===== config.mk =====
export PLATFORM = sky130hd
export DESIGN_NAME = plru_way_sel
export DESIGN_NICKNAME = d
export VERILOG_FILES = /design/src/rtl/plru_pkg.sv /design/src/rtl/plru_tree_store.sv /design/src/rtl/plru_path_update.sv /design/src/rtl/plru_victim_pick.sv /design/src/rtl/plru_way_sel.sv
export SDC_FILE = /design/constraint.sdc
export NUM_CORES = 1
export LEC_CHECK = 0
export BUFFER_PORTS_ARGS = -buffer_cell sky130_fd_sc_hd__buf_2
export CAP_MARGIN = 20
export CORE_ASPECT_RATIO = 1.75
export CORE_MARGIN = 2
export CORE_UTILIZATION = 35
export DETAILED_ROUTE_END_ITERATION = 10
export GPL_ROUTABILITY_DRIVEN = 1
export PLACE_DENSITY = 0.52
export SLEW_MARGIN = 20
export SYNTH_ARGS = -nofsm -noshare
export SYNTH_HDL_FRONTEND = slang
export SYNTH_SLANG_ARGS = --single-unit

===== constraint.sdc =====
create_clock -name clk -period 5 [get_ports clk]
set_input_delay 0.5 -clock clk [delete_from_list [all_inputs] [get_ports clk]]
set_output_delay 0.5 -clock clk [all_outputs]
set_load 0.005 [all_outputs]

===== src/rtl/plru_pkg.sv =====
// Package plru_pkg
// Helper functions for heap-indexed pseudo-LRU trees. The root is node 1;
// node n has children 2n and 2n+1; the leaf of way w is node NUM_WAYS+w.
// Assumes the number of ways is a power of two.
package plru_pkg;

    // Heap index of the tree node at depth lvl (root at 0) on the path to a way.
    function automatic int path_node(input int way, input int lvl, input int levels, input int ways);
        return (ways + way) >> (levels - lvl);
    endfunction

    // Branch taken at depth lvl on the path to a way: 0 lower half, 1 upper half.
    function automatic logic path_dir(input int way, input int lvl, input int levels, input int ways);
        int leaf;
        leaf = ways + way;
        return logic'((leaf >> (levels - 1 - lvl)) & 1);
    endfunction

endpackage


===== src/rtl/plru_tree_store.sv =====
// Module plru_tree_store
// Holds one pseudo-LRU tree word per set. There is one combinational read
// port and one write port. A clear over all sets has priority over the write.
// Assumes a synchronous active-low reset that also clears every set.
module plru_tree_store #(
    parameter int NUM_SETS = 64,
    parameter int NODES    = 7,
    localparam int SET_W   = (NUM_SETS > 1) ? $clog2(NUM_SETS) : 1
) (
    input  logic             clk,
    input  logic             rst_n,
    input  logic             clear_all,
    input  logic             wr_en,
    input  logic [SET_W-1:0] wr_set,
    input  logic [NODES-1:0] wr_bits,
    input  logic [SET_W-1:0] rd_set,
    output logic [NODES-1:0] rd_bits
);

    logic [NODES-1:0] tree_q [NUM_SETS];

    // Tree storage: clear on reset or invalidate, otherwise take the write.
    always_ff @(posedge clk) begin
        if (!rst_n || clear_all) begin
            for (int s = 0; s < NUM_SETS; s++) begin
                tree_q[s] <= '0;
            end
        end else if (wr_en) begin
            tree_q[wr_set] <= wr_bits;
        end
    end

    // Read port: the current tree of the addressed set.
    always_comb begin
        rd_bits = tree_q[rd_set];
    end

endmodule


===== src/rtl/plru_path_update.sv =====
// Module plru_path_update
// Works out the new tree word after an access to one way. Every node on the
// path from the root to that way is made to point away from it. The other
// nodes pass through unchanged. Purely combinational.
module plru_path_update
    import plru_pkg::*;
#(
    parameter int NUM_WAYS = 8,
    localparam int LEVELS  = $clog2(NUM_WAYS),
    localparam int NODES   = NUM_WAYS - 1
) (
    input  logic [NODES-1:0]  cur_bits,
    input  logic [LEVELS-1:0] way,
    output logic [NODES-1:0]  new_bits
);

    // Path rewrite: flip each node on the path to the far side of the way.
    always_comb begin
        new_bits = cur_bits;
        for (int lvl = 0; lvl < LEVELS; lvl++) begin
            new_bits[path_node(int'(way), lvl, LEVELS, NUM_WAYS) - 1] =
                ~path_dir(int'(way), lvl, LEVELS, NUM_WAYS);
        end
    end

endmodule


===== src/rtl/plru_victim_pick.sv =====
// Module plru_victim_pick
// Walks the tree from the root to a leaf. At each node it follows the stored
// bit unless that side holds no free way, and then takes the sibling. A
// reduction tree of free flags, one flag per heap node, makes that choice.
// When no way is free it reports none and returns way 0.
module plru_victim_pick #(
    parameter int NUM_WAYS = 8,
    localparam int LEVELS  = $clog2(NUM_WAYS),
    localparam int NODES   = NUM_WAYS - 1
) (
    input  logic [NODES-1:0]    tree_bits,
    input  logic [NUM_WAYS-1:0] locked,
    output logic [LEVELS-1:0]   victim,
    output logic                none_free
);

    logic [2*NUM_WAYS-1:1] node_free;

    // Leaf flags: a way is free when it is not locked.
    genvar g;
    generate
        for (g = 0; g < NUM_WAYS; g++) begin : g_leaf
            assign node_free[NUM_WAYS + g] = ~locked[g];
        end
        // Inner flags: a subtree is free when either child subtree is.
        for (g = 1; g < NUM_WAYS; g++) begin : g_inner
            assign node_free[g] = node_free[2*g] | node_free[2*g + 1];
        end
    endgenerate

    // Descent: follow the stored bits, steering away from fully locked halves.
    always_comb begin
        int   n;
        logic go_up;
        n = 1;
        for (int lvl = 0; lvl < LEVELS; lvl++) begin
            go_up = tree_bits[n - 1];
            if (go_up && !node_free[2*n + 1]) begin
                go_up = 1'b0;
            end else if (!go_up && !node_free[2*n]) begin
                go_up = 1'b1;
            end
            n = 2*n + int'(go_up);
        end
        none_free = ~node_free[1];
        victim    = none_free ? '0 : LEVELS'(n - NUM_WAYS);
    end

endmodule


===== src/rtl/plru_way_sel.sv =====
// Module plru_way_sel
// Victim way selector for a set-associative cache. It keeps pseudo-LRU tree
// state for each set and honours per-way and whole-cache locks. The victim
// is combinational from the stored state of acc_set. Tree updates are
// registered on acc_valid. Assumes NUM_WAYS is a power of two of at least 2.
module plru_way_sel #(
    parameter int NUM_WAYS = 8,
    parameter int NUM_SETS = 64,
    localparam int WAY_W   = $clog2(NUM_WAYS),
    localparam int SET_W   = (NUM_SETS > 1) ? $clog2(NUM_SETS) : 1,
    localparam int NODES   = NUM_WAYS - 1
) (
    input  logic                clk,
    input  logic                rst_n,
    input  logic                inval_all,
    input  logic                acc_valid,
    input  logic [SET_W-1:0]    acc_set,
    input  logic [WAY_W-1:0]    acc_way,
    input  logic [NUM_WAYS-1:0] lock_mask,
    input  logic                lock_all,
    output logic [WAY_W-1:0]    victim_way,
    output logic                no_victim
);

    logic [NUM_WAYS-1:0] eff_lock;
    logic [NODES-1:0]    cur_bits;
    logic [NODES-1:0]    next_bits;

    // Lock merge: the whole-cache lock overrides the per-way mask.
    always_comb begin
        eff_lock = lock_all ? {NUM_WAYS{1'b1}} : lock_mask;
    end

    plru_tree_store #(
        .NUM_SETS (NUM_SETS),
        .NODES    (NODES)
    ) u_store (
        .clk       (clk),
        .rst_n     (rst_n),
        .clear_all (inval_all),
        .wr_en     (acc_valid),
        .wr_set    (acc_set),
        .wr_bits   (next_bits),
        .rd_set    (acc_set),
        .rd_bits   (cur_bits)
    );

    plru_path_update #(
        .NUM_WAYS (NUM_WAYS)
    ) u_update (
        .cur_bits (cur_bits),
        .way      (acc_way),
        .new_bits (next_bits)
    );

    plru_victim_pick #(
        .NUM_WAYS (NUM_WAYS)
    ) u_pick (
        .tree_bits (cur_bits),
        .locked    (eff_lock),
        .victim    (victim_way),
        .none_free (no_victim)
    );

    AST_VICTIM_UNLOCKED: assert property (@(posedge clk) disable iff (!rst_n)
        !no_victim |-> !lock_mask[victim_way] && !lock_all)
        else $error("locked way chosen as victim");

    AST_NONE_WHEN_FULL: assert property (@(posedge clk) disable iff (!rst_n)
        no_victim == (lock_all || (&lock_mask)))
        else $error("no_victim disagrees with lock state");

    AST_LOCK_ALL_BLOCKS: assert property (@(posedge clk) disable iff (!rst_n)
        lock_all |-> no_victim && victim_way == '0)
        else $error("whole-cache lock did not stop allocation");

    AST_INVAL_CLEARS: assert property (@(posedge clk) disable iff (!rst_n)
        inval_all |=> (lock_all || lock_mask != '0 || victim_way == '0))
        else $error("tree not cleared by invalidate");

    AST_AWAY_FROM_LAST: assert property (@(posedge clk) disable iff (!rst_n)
        (acc_valid && !inval_all) |=>
            (acc_set != $past(acc_set)
             || $countones(lock_all ? {NUM_WAYS{1'b0}} : ~lock_mask) < 2
             || victim_way != $past(acc_way)))
        else $error("victim equals way just accessed");

endmodule


After elaboration in Yosys (flattened, before gate mapping)
Memories as Yosys holds them, arrays and structs flattened.
Cells that the tools add are included.
W data, S select, Z words.
Operators by class
  multipliers: 0
  shifts and indexed selects: 0
  equal/unequal tests: 0
  div/mod/pow operators: 0
  order comparisons: 12
  multiplexer cells: 43
  $add $sub $neg: 12
  bitwise operators: 19
  reductions and logical operators: 21
Operators by type and width (number)
  $lt A32 B5 Y1 const B: 5
  $lt A32 B6 Y1 const B: 4
  $ge A32 B1 Y1 const B: 3
  $add A32 B2 Y32 const B: 2
  $sub A32 B2 Y32 const B: 2
  $sub A31 B1 Y32 const B: 1
  $sub A30 B1 Y31 const B: 1
  $sub A29 B1 Y30 const B: 1
  $mux W1: 27
  $bwmux W7: 3
  $bmux W1 S3: 4
  $not A1 Y1: 12
  $logic_not A1 Y1: 10
  $demux W1 S3: 3
  $logic_and A1 B1 Y1: 9
  $bmux W1 S4: 2
  $mux W8: 1
  $mux W7: 1
  $or A1 B1 Y1: 7
  $reduce_or A7 Y1: 1
  $mux W6: 1
  $add A4 B1 Y5: 1
  $add A4 B3 Y5 const A: 1
  $add A2 B1 Y3 const A: 1
  other kinds (4): 4
Storage, ports and cells
  memories kept: 1
  RAM bits: 448
  memory bits (read-only): 0
  bits in latches: 0
  flip-flop bits (word level): 0
Memories
  u_store.tree_q: words 64, bits a word 7, rd ports 1, clocked after Yosys merged registers in 0, write ports 64, RTL line plru_tree_store.sv:20  | logic [NODES-1:0] tree_q [NUM_SETS];

Logic depth before layout (Yosys ltp)
  depth after elaboration: 29
  gate-level depth with buffers: 15
  depth with buffers taken out: 9

By module
A second synthesis with hierarchy kept.
Unflattened totals
  cells, all modules: 1490
  area total of the unflattened synthesis: 21464.3 µm²
By module, submodules not included
  plru_tree_store: times used 1, cells an instance 1421, sequential area each 13452.9 µm², area each 20968.9 µm²
  plru_victim_pick: times used 1, cells an instance 42, sequential area each 0.0 µm², area each 304.0 µm²
  plru_path_update: times used 1, cells an instance 19, sequential area each 0.0 µm², area each 141.4 µm²
  plru_way_sel: times used 1, cells an instance 8, sequential area each 0.0 µm², area each 50.0 µm²

Worst setup path before layout
Ideal clock, no wire load.
  kind: input to output
  from: input acc_set[2]
  to: output victim_way[0]
  stages on the path: 11
  setup slack: 1.765 ns
  arrival: 2.735 ns
  path buffers: 3
  data required time: 4.500 ns
  path through: buf_6 > buf_8 > buf_12 > mux4_2 > a211oi_1 > o22ai_1 > nor4_4 > mux2_4 > mux2i_1 > mux2i_1 > o22ai_1
Between the ends
  cells in the longest elaborated chain, start to end: 26
  elaborated cells on any way between the ends: 47
  classes of those cells: 8 x add/sub; 25 x mux; 13 x reduce/logical; 1 x memory
Ends and longest elaborated chain
  from (decl): RTL line plru_way_sel.sv:17  | input logic [SET_W-1:0] acc_set,
  $mem_v2 Z64 W7 (*)
  $logic_not A1 Y1: RTL line plru_victim_pick.sv:40  | end else if (!go_up && !node_free[2*n]) begin
  $logic_and A1 B1 Y1: RTL line plru_victim_pick.sv:40
  $mux W1: RTL line plru_victim_pick.sv:40
  $mux W1: RTL line plru_victim_pick.sv:38  | if (go_up && !node_free[2*n + 1]) begin
  $add A2 B1 Y3: RTL line plru_victim_pick.sv:43  | n = 2*n + int'(go_up);
  $sub A32 B2 Y32: RTL line plru_victim_pick.sv:37  | go_up = tree_bits[n - 1];
  $bmux W1 S3: RTL line plru_victim_pick.sv:37
  (+9 left out)
  $mux W1 (implied by the code) (2 in series): RTL line plru_victim_pick.sv:37
  $logic_not A1 Y1: RTL line plru_victim_pick.sv:40
  $logic_and A1 B1 Y1: RTL line plru_victim_pick.sv:40
  $mux W1: RTL line plru_victim_pick.sv:40
  $mux W1 (*): RTL line plru_victim_pick.sv:38
  $add A3 B2 Y3 (*): RTL line plru_victim_pick.sv:43
  $sub A3 B1 Y3 (*): RTL line plru_victim_pick.sv:46  | victim = none_free ? '0 : LEVELS'(n - NUM_WAYS);
  $mux W3 (*): RTL line plru_victim_pick.sv:46
  to (decl): RTL line plru_way_sel.sv:21  | output logic [WAY_W-1:0] victim_way,
Mark *: on every way between the ends. The rest lies on a longest branch, timed or not. The select of a mux whose other input is x is not followed.

Worst setup path after layout
Same ends and word-level chain as after synthesis.

==> implementation parameters <==
Parameter                              Value

Run status
  Outcome ... complete, no violations

Global route
  Global-route congestion overflow total ... 0
  Via count of the first global-routing pass ... 14100
  Met3 usage in global routing ... 0.0252
  Antenna violations before repair ... 0
  Routing layer with the top usage in global route ... met2
  Fraction of met2 tracks used by global routing ... 0.422
  Global routing usage summed across all routing layers ... 0.232
  Met1 layer usage reported by global route ... 0.255
  Global-route wire length before repair ... 98700 um
  Maximum number of pins on one net before global-route repair ... 65

Floorplanning
  Die Outline Area ... ~0.06 mm2
  Die height ... 322 um
  Starting Density ... 0.353
  Std-Cell Core Area ... about 0.057 mm2
  IO Count ... 26
  Horiz. Die Dim ... 186 um
  Total number of placement rows ... 116

CTS
  Clk sinks ... between 400 and 500
  Max H-tree Level ... 2
  CTS clock-pin slew for the worst setup and hold paths ... 0.07 ns
  Clock tree from TritonCTS ... yes
  TritonCTS buffer count ... 40
  Clock Path Buffers ... 3
  Clock root buffer ... sky130_fd_sc_hd__clkbuf_16
  CTS-repair resized insts ... 0
  Setup Buffers After CTS ... 0
  Skew-Pair Late Insertion Delay ... 0.57 ns
  Hold-fix buffers, CTS ... 0

Setup path
  Worst endpoint data arrival time ... just over 4 ns
  Slowest library cell on the worst path ... sky130_fd_sc_hd__or4b_1
  Category of cells accounting for the largest share of critical-path delay ... buffers and inverters
  Class of the most critical setup path ... in2out
  Cells on worst reg2reg path ... 8
  Crit-path max FO ... 42
  Critical R2R Launch ... u_store.tree_q[15][1]$_SDFFCE_PN0P_
  CP Buf/Inv Count ... 4
  CP required ... 4.50 ns
  Most common cell type on the critical path ... sky130_fd_sc_hd__buf_4
  Crit path cell chain ... buf_4 -> buf_4 -> or3_1 -> buf_4 -> o22ai_1 -> o41ai_1 -> nand3_1 -> or4b_1 -> mux2i_1 -> mux2i_1 -> o22ai_1 -> buf_2
  Startpoint Class ... input pin
  Worst Setup End Kind ... primary output
  CP Depth ... 12
  Reg-to-reg critical path endpoint ... u_store.tree_q[44][1]$_SDFFCE_PN0P_
  Minimum setup slack among reg-to-reg paths ... 2.21 ns
  Largest incremental delay on the critical path ... 0.61 ns

Power and ir drop
  PwrDens ... 368 mW/mm2
  Max IR drop VDD ... ~0.24 mV
  Standby leakage power ... 8.27 nW

STA
  Relative slew slack ... 0.314
  FMAX ... 219 MHz
  Setup repair after global routing missed its margin ... no
  Setup Skew ... 0.0225 ns
  TNS Setup ... 0 ns
  Final critical-path share of the clock period ... 0.912
  Hold Violations, Final ... 0
  Slew at the pin closest to its max-slew limit ... around 1.0 ns
  Max-slew violation count ... 0
  Final period demand of the worst path ... ~4.6 ns
  Setup violations, final ... 0

Cells and area
  Number of nets in the layout ... 1694
  Final cell utilization of the core ... 0.396
  Area growth from synthesis to final layout ... 12.2%
  Non-filler instance count after layout ... 2463
  Largest register by flop count ... u_store.tree_q
  Top flop regs ... u_store.tree_q x448
  Max reg flops ... 448
  Final design area excluding fillers ... approximately 0.023 mm2
  Share of final-layout standard cells stronger than drive strength 1 ... 0.150
  Antenna diode count ... 0

Drt
  Residual antenna-violating net count after detailed routing ... 0
  Via count ... approximately 14000
  Post-DR wirelength/cell ... 28.0 um
  Detailed-routing iteration count for the pre-antenna-repair pass ... 5
  Detail-routed via count per cell ... 5.67
  DRC Markers ... 0
  Initial detailed-routing violation count ... 1619
  Total Routed Length ... 69000 um

Worst hold path
  Worst hold path type ... in2reg
  Hold path depth ... 4
  Startpoint of the worst hold path ... acc_way[2]
  Endpoint of the worst hold path ... u_store.tree_q[48][0]$_SDFFCE_PN0P_

Placed design
  Instance area after placement ... 0.0214 mm2
  Dpl cells ... ~2400
  RD Place Congestion ... a little over 0.9
  Port Buffers ... 25
  Final HPWL DP ... approximately 47000 um

Synth
  Most instantiated flip-flop cell in the synthesis netlist ... sky130_fd_sc_hd__edfxtp_1
  Largest area contributor in the netlist ... sky130_fd_sc_hd__edfxtp_1
  Unique cell type count in the Yosys netlist ... 73
  Synth Area per Inst ... between 10 and 15 um2
  Main area contributors after synthesis ... sky130_fd_sc_hd__edfxtp_1 67%, sky130_fd_sc_hd__nor2_1 9.0%, sky130_fd_sc_hd__nand2_1 3.0%
  Cell area after synthesis ... between 0.02 and 0.025 mm2
  Portion of the post-synthesis area used by sequential elements ... 0.666
  Number of flops mapped to enable cells by yosys ... 448
  Post-Syn Nets ... 1665
  Flip-flop and latch count after synthesis ... 448
  Synthesis warning total ... 0
  Fraction of registers with async set or reset after synthesis ... 0
  Instance count of the mapped netlist ... 1638
  Yosys top cell area share ... 0.666

Job
  Max-cap check violation count ... 0
per-stage QoR:
step	hold WS (ns)	power (W)	setup slack, ns
after global placement	1.16	0.00532	0.467
after detailed placement	1.17	0.00532	0.519
after CTS	0.592	0.00836	0.506
after floorplan	0.913	0.00492	1.77
after global routing	0.631	0.00853	0.390
final	0.607	0.00834	0.442
logic make-up (layout without fill, tap and decap cells):
family                     after synthesis  count (layout)  synth area share
muxes                                   94              94            0.0638
DFF                                    448             448             0.666
buffers and inverters                  133             191            0.0354
AOI/OAI and AO/OA                      231             231            0.0831
and+or+nand+nor                        727             727             0.149
adders and majority gates                5               5           0.00310
cell usage after synthesis (14+ instances only):
library cell,n
sky130_fd_sc_hd__mux4_2,24
sky130_fd_sc_hd__buf_4,14
sky130_fd_sc_hd__o221ai_1,28
sky130_fd_sc_hd__nand2_1,159
sky130_fd_sc_hd__buf_2,60
sky130_fd_sc_hd__clkbuf_1,36
sky130_fd_sc_hd__mux2_2,33
sky130_fd_sc_hd__edfxtp_1,448
sky130_fd_sc_hd__a21oi_1,18
sky130_fd_sc_hd__mux2i_1,36
sky130_fd_sc_hd__nor2_1,486
sky130_fd_sc_hd__o21ai_0,19
sky130_fd_sc_hd__o22ai_1,86
layout make-up:
type                       instances  area [um2]
clock inverter                    20         186
clock buffer                      51        1060
multi-input combinational       1057        6100
timing repair buffer             106         848
inverter                          14        52.6
tap                              767         960
fill                            5556       34500
sequential                       448       13500
layout by cell type, fill, tap and decap left out, drive strengths merged, types with 4 or more instances in the layout:
cell	synthesis	routed
a21oi	22	22
mux4	24	24
nand3	14	14
nor2b	13	13
nor4	5	5
a22oi	4	4
nand2b	7	7
o221ai	28	28
mux2i	36	36
edfxtp	448	448
nor3	5	5
o22a	8	8
clkinv	1	12
or3b	7	7
inv	13	15
a221oi	11	11
o22ai	86	86
or4	4	4
or2	5	5
ha	5	5
clkinvlp	0	4
nor2	486	486
a31oi	4	4
mux2	34	34
clkbuf	36	51
buf	83	106
nand3b	7	7
a211oi	11	11
o21ai	21	21
nand2	159	159
metal layers:
metal  routed length (um)  vias up  share of wire
met5                    0        -              0
met4                 5090        0          0.074
met3                 3650      191          0.053
met2                36300      686           0.53
met1                24000     7018           0.35
li1                     -     6059              -
worst register-to-register path, stage by stage, from the launching register on:
cell and delay (ns):
sky130_fd_sc_hd__edfxtp_1 0.38, sky130_fd_sc_hd__mux4_2 0.50, sky130_fd_sc_hd__mux2i_1 0.25, sky130_fd_sc_hd__a32oi_1 0.19, sky130_fd_sc_hd__o211ai_1 0.31, sky130_fd_sc_hd__nor3_1 0.14
sky130_fd_sc_hd__o32ai_4 0.15, sky130_fd_sc_hd__buf_4 0.46, sky130_fd_sc_hd__nor2_1 0.14
worst max path at each step:
stage	startpoint	slack [ns]	endpoint
final	acc_set[2]	0.44	victim_way[0]
after global routing	acc_set[0]	0.39	victim_way[0]
after CTS	acc_set[2]	0.51	victim_way[0]
after detailed placement	acc_set[2]	0.52	u_store.tree_q[14][4]$_SDFFCE_PN0P_
after global placement	acc_set[2]	0.47	victim_way[0]
after floorplan	acc_set[2]	1.77	victim_way[0]
where the power goes:
group	switching [W]	leakage, nW	internal (W)
combinational	0.000654	2.68	0.000253
sequential	0.0000698	4.98	0.00428
clock	0.00142	0.600	0.00167
No activity file was read; power rests on OpenSTA's default activity.
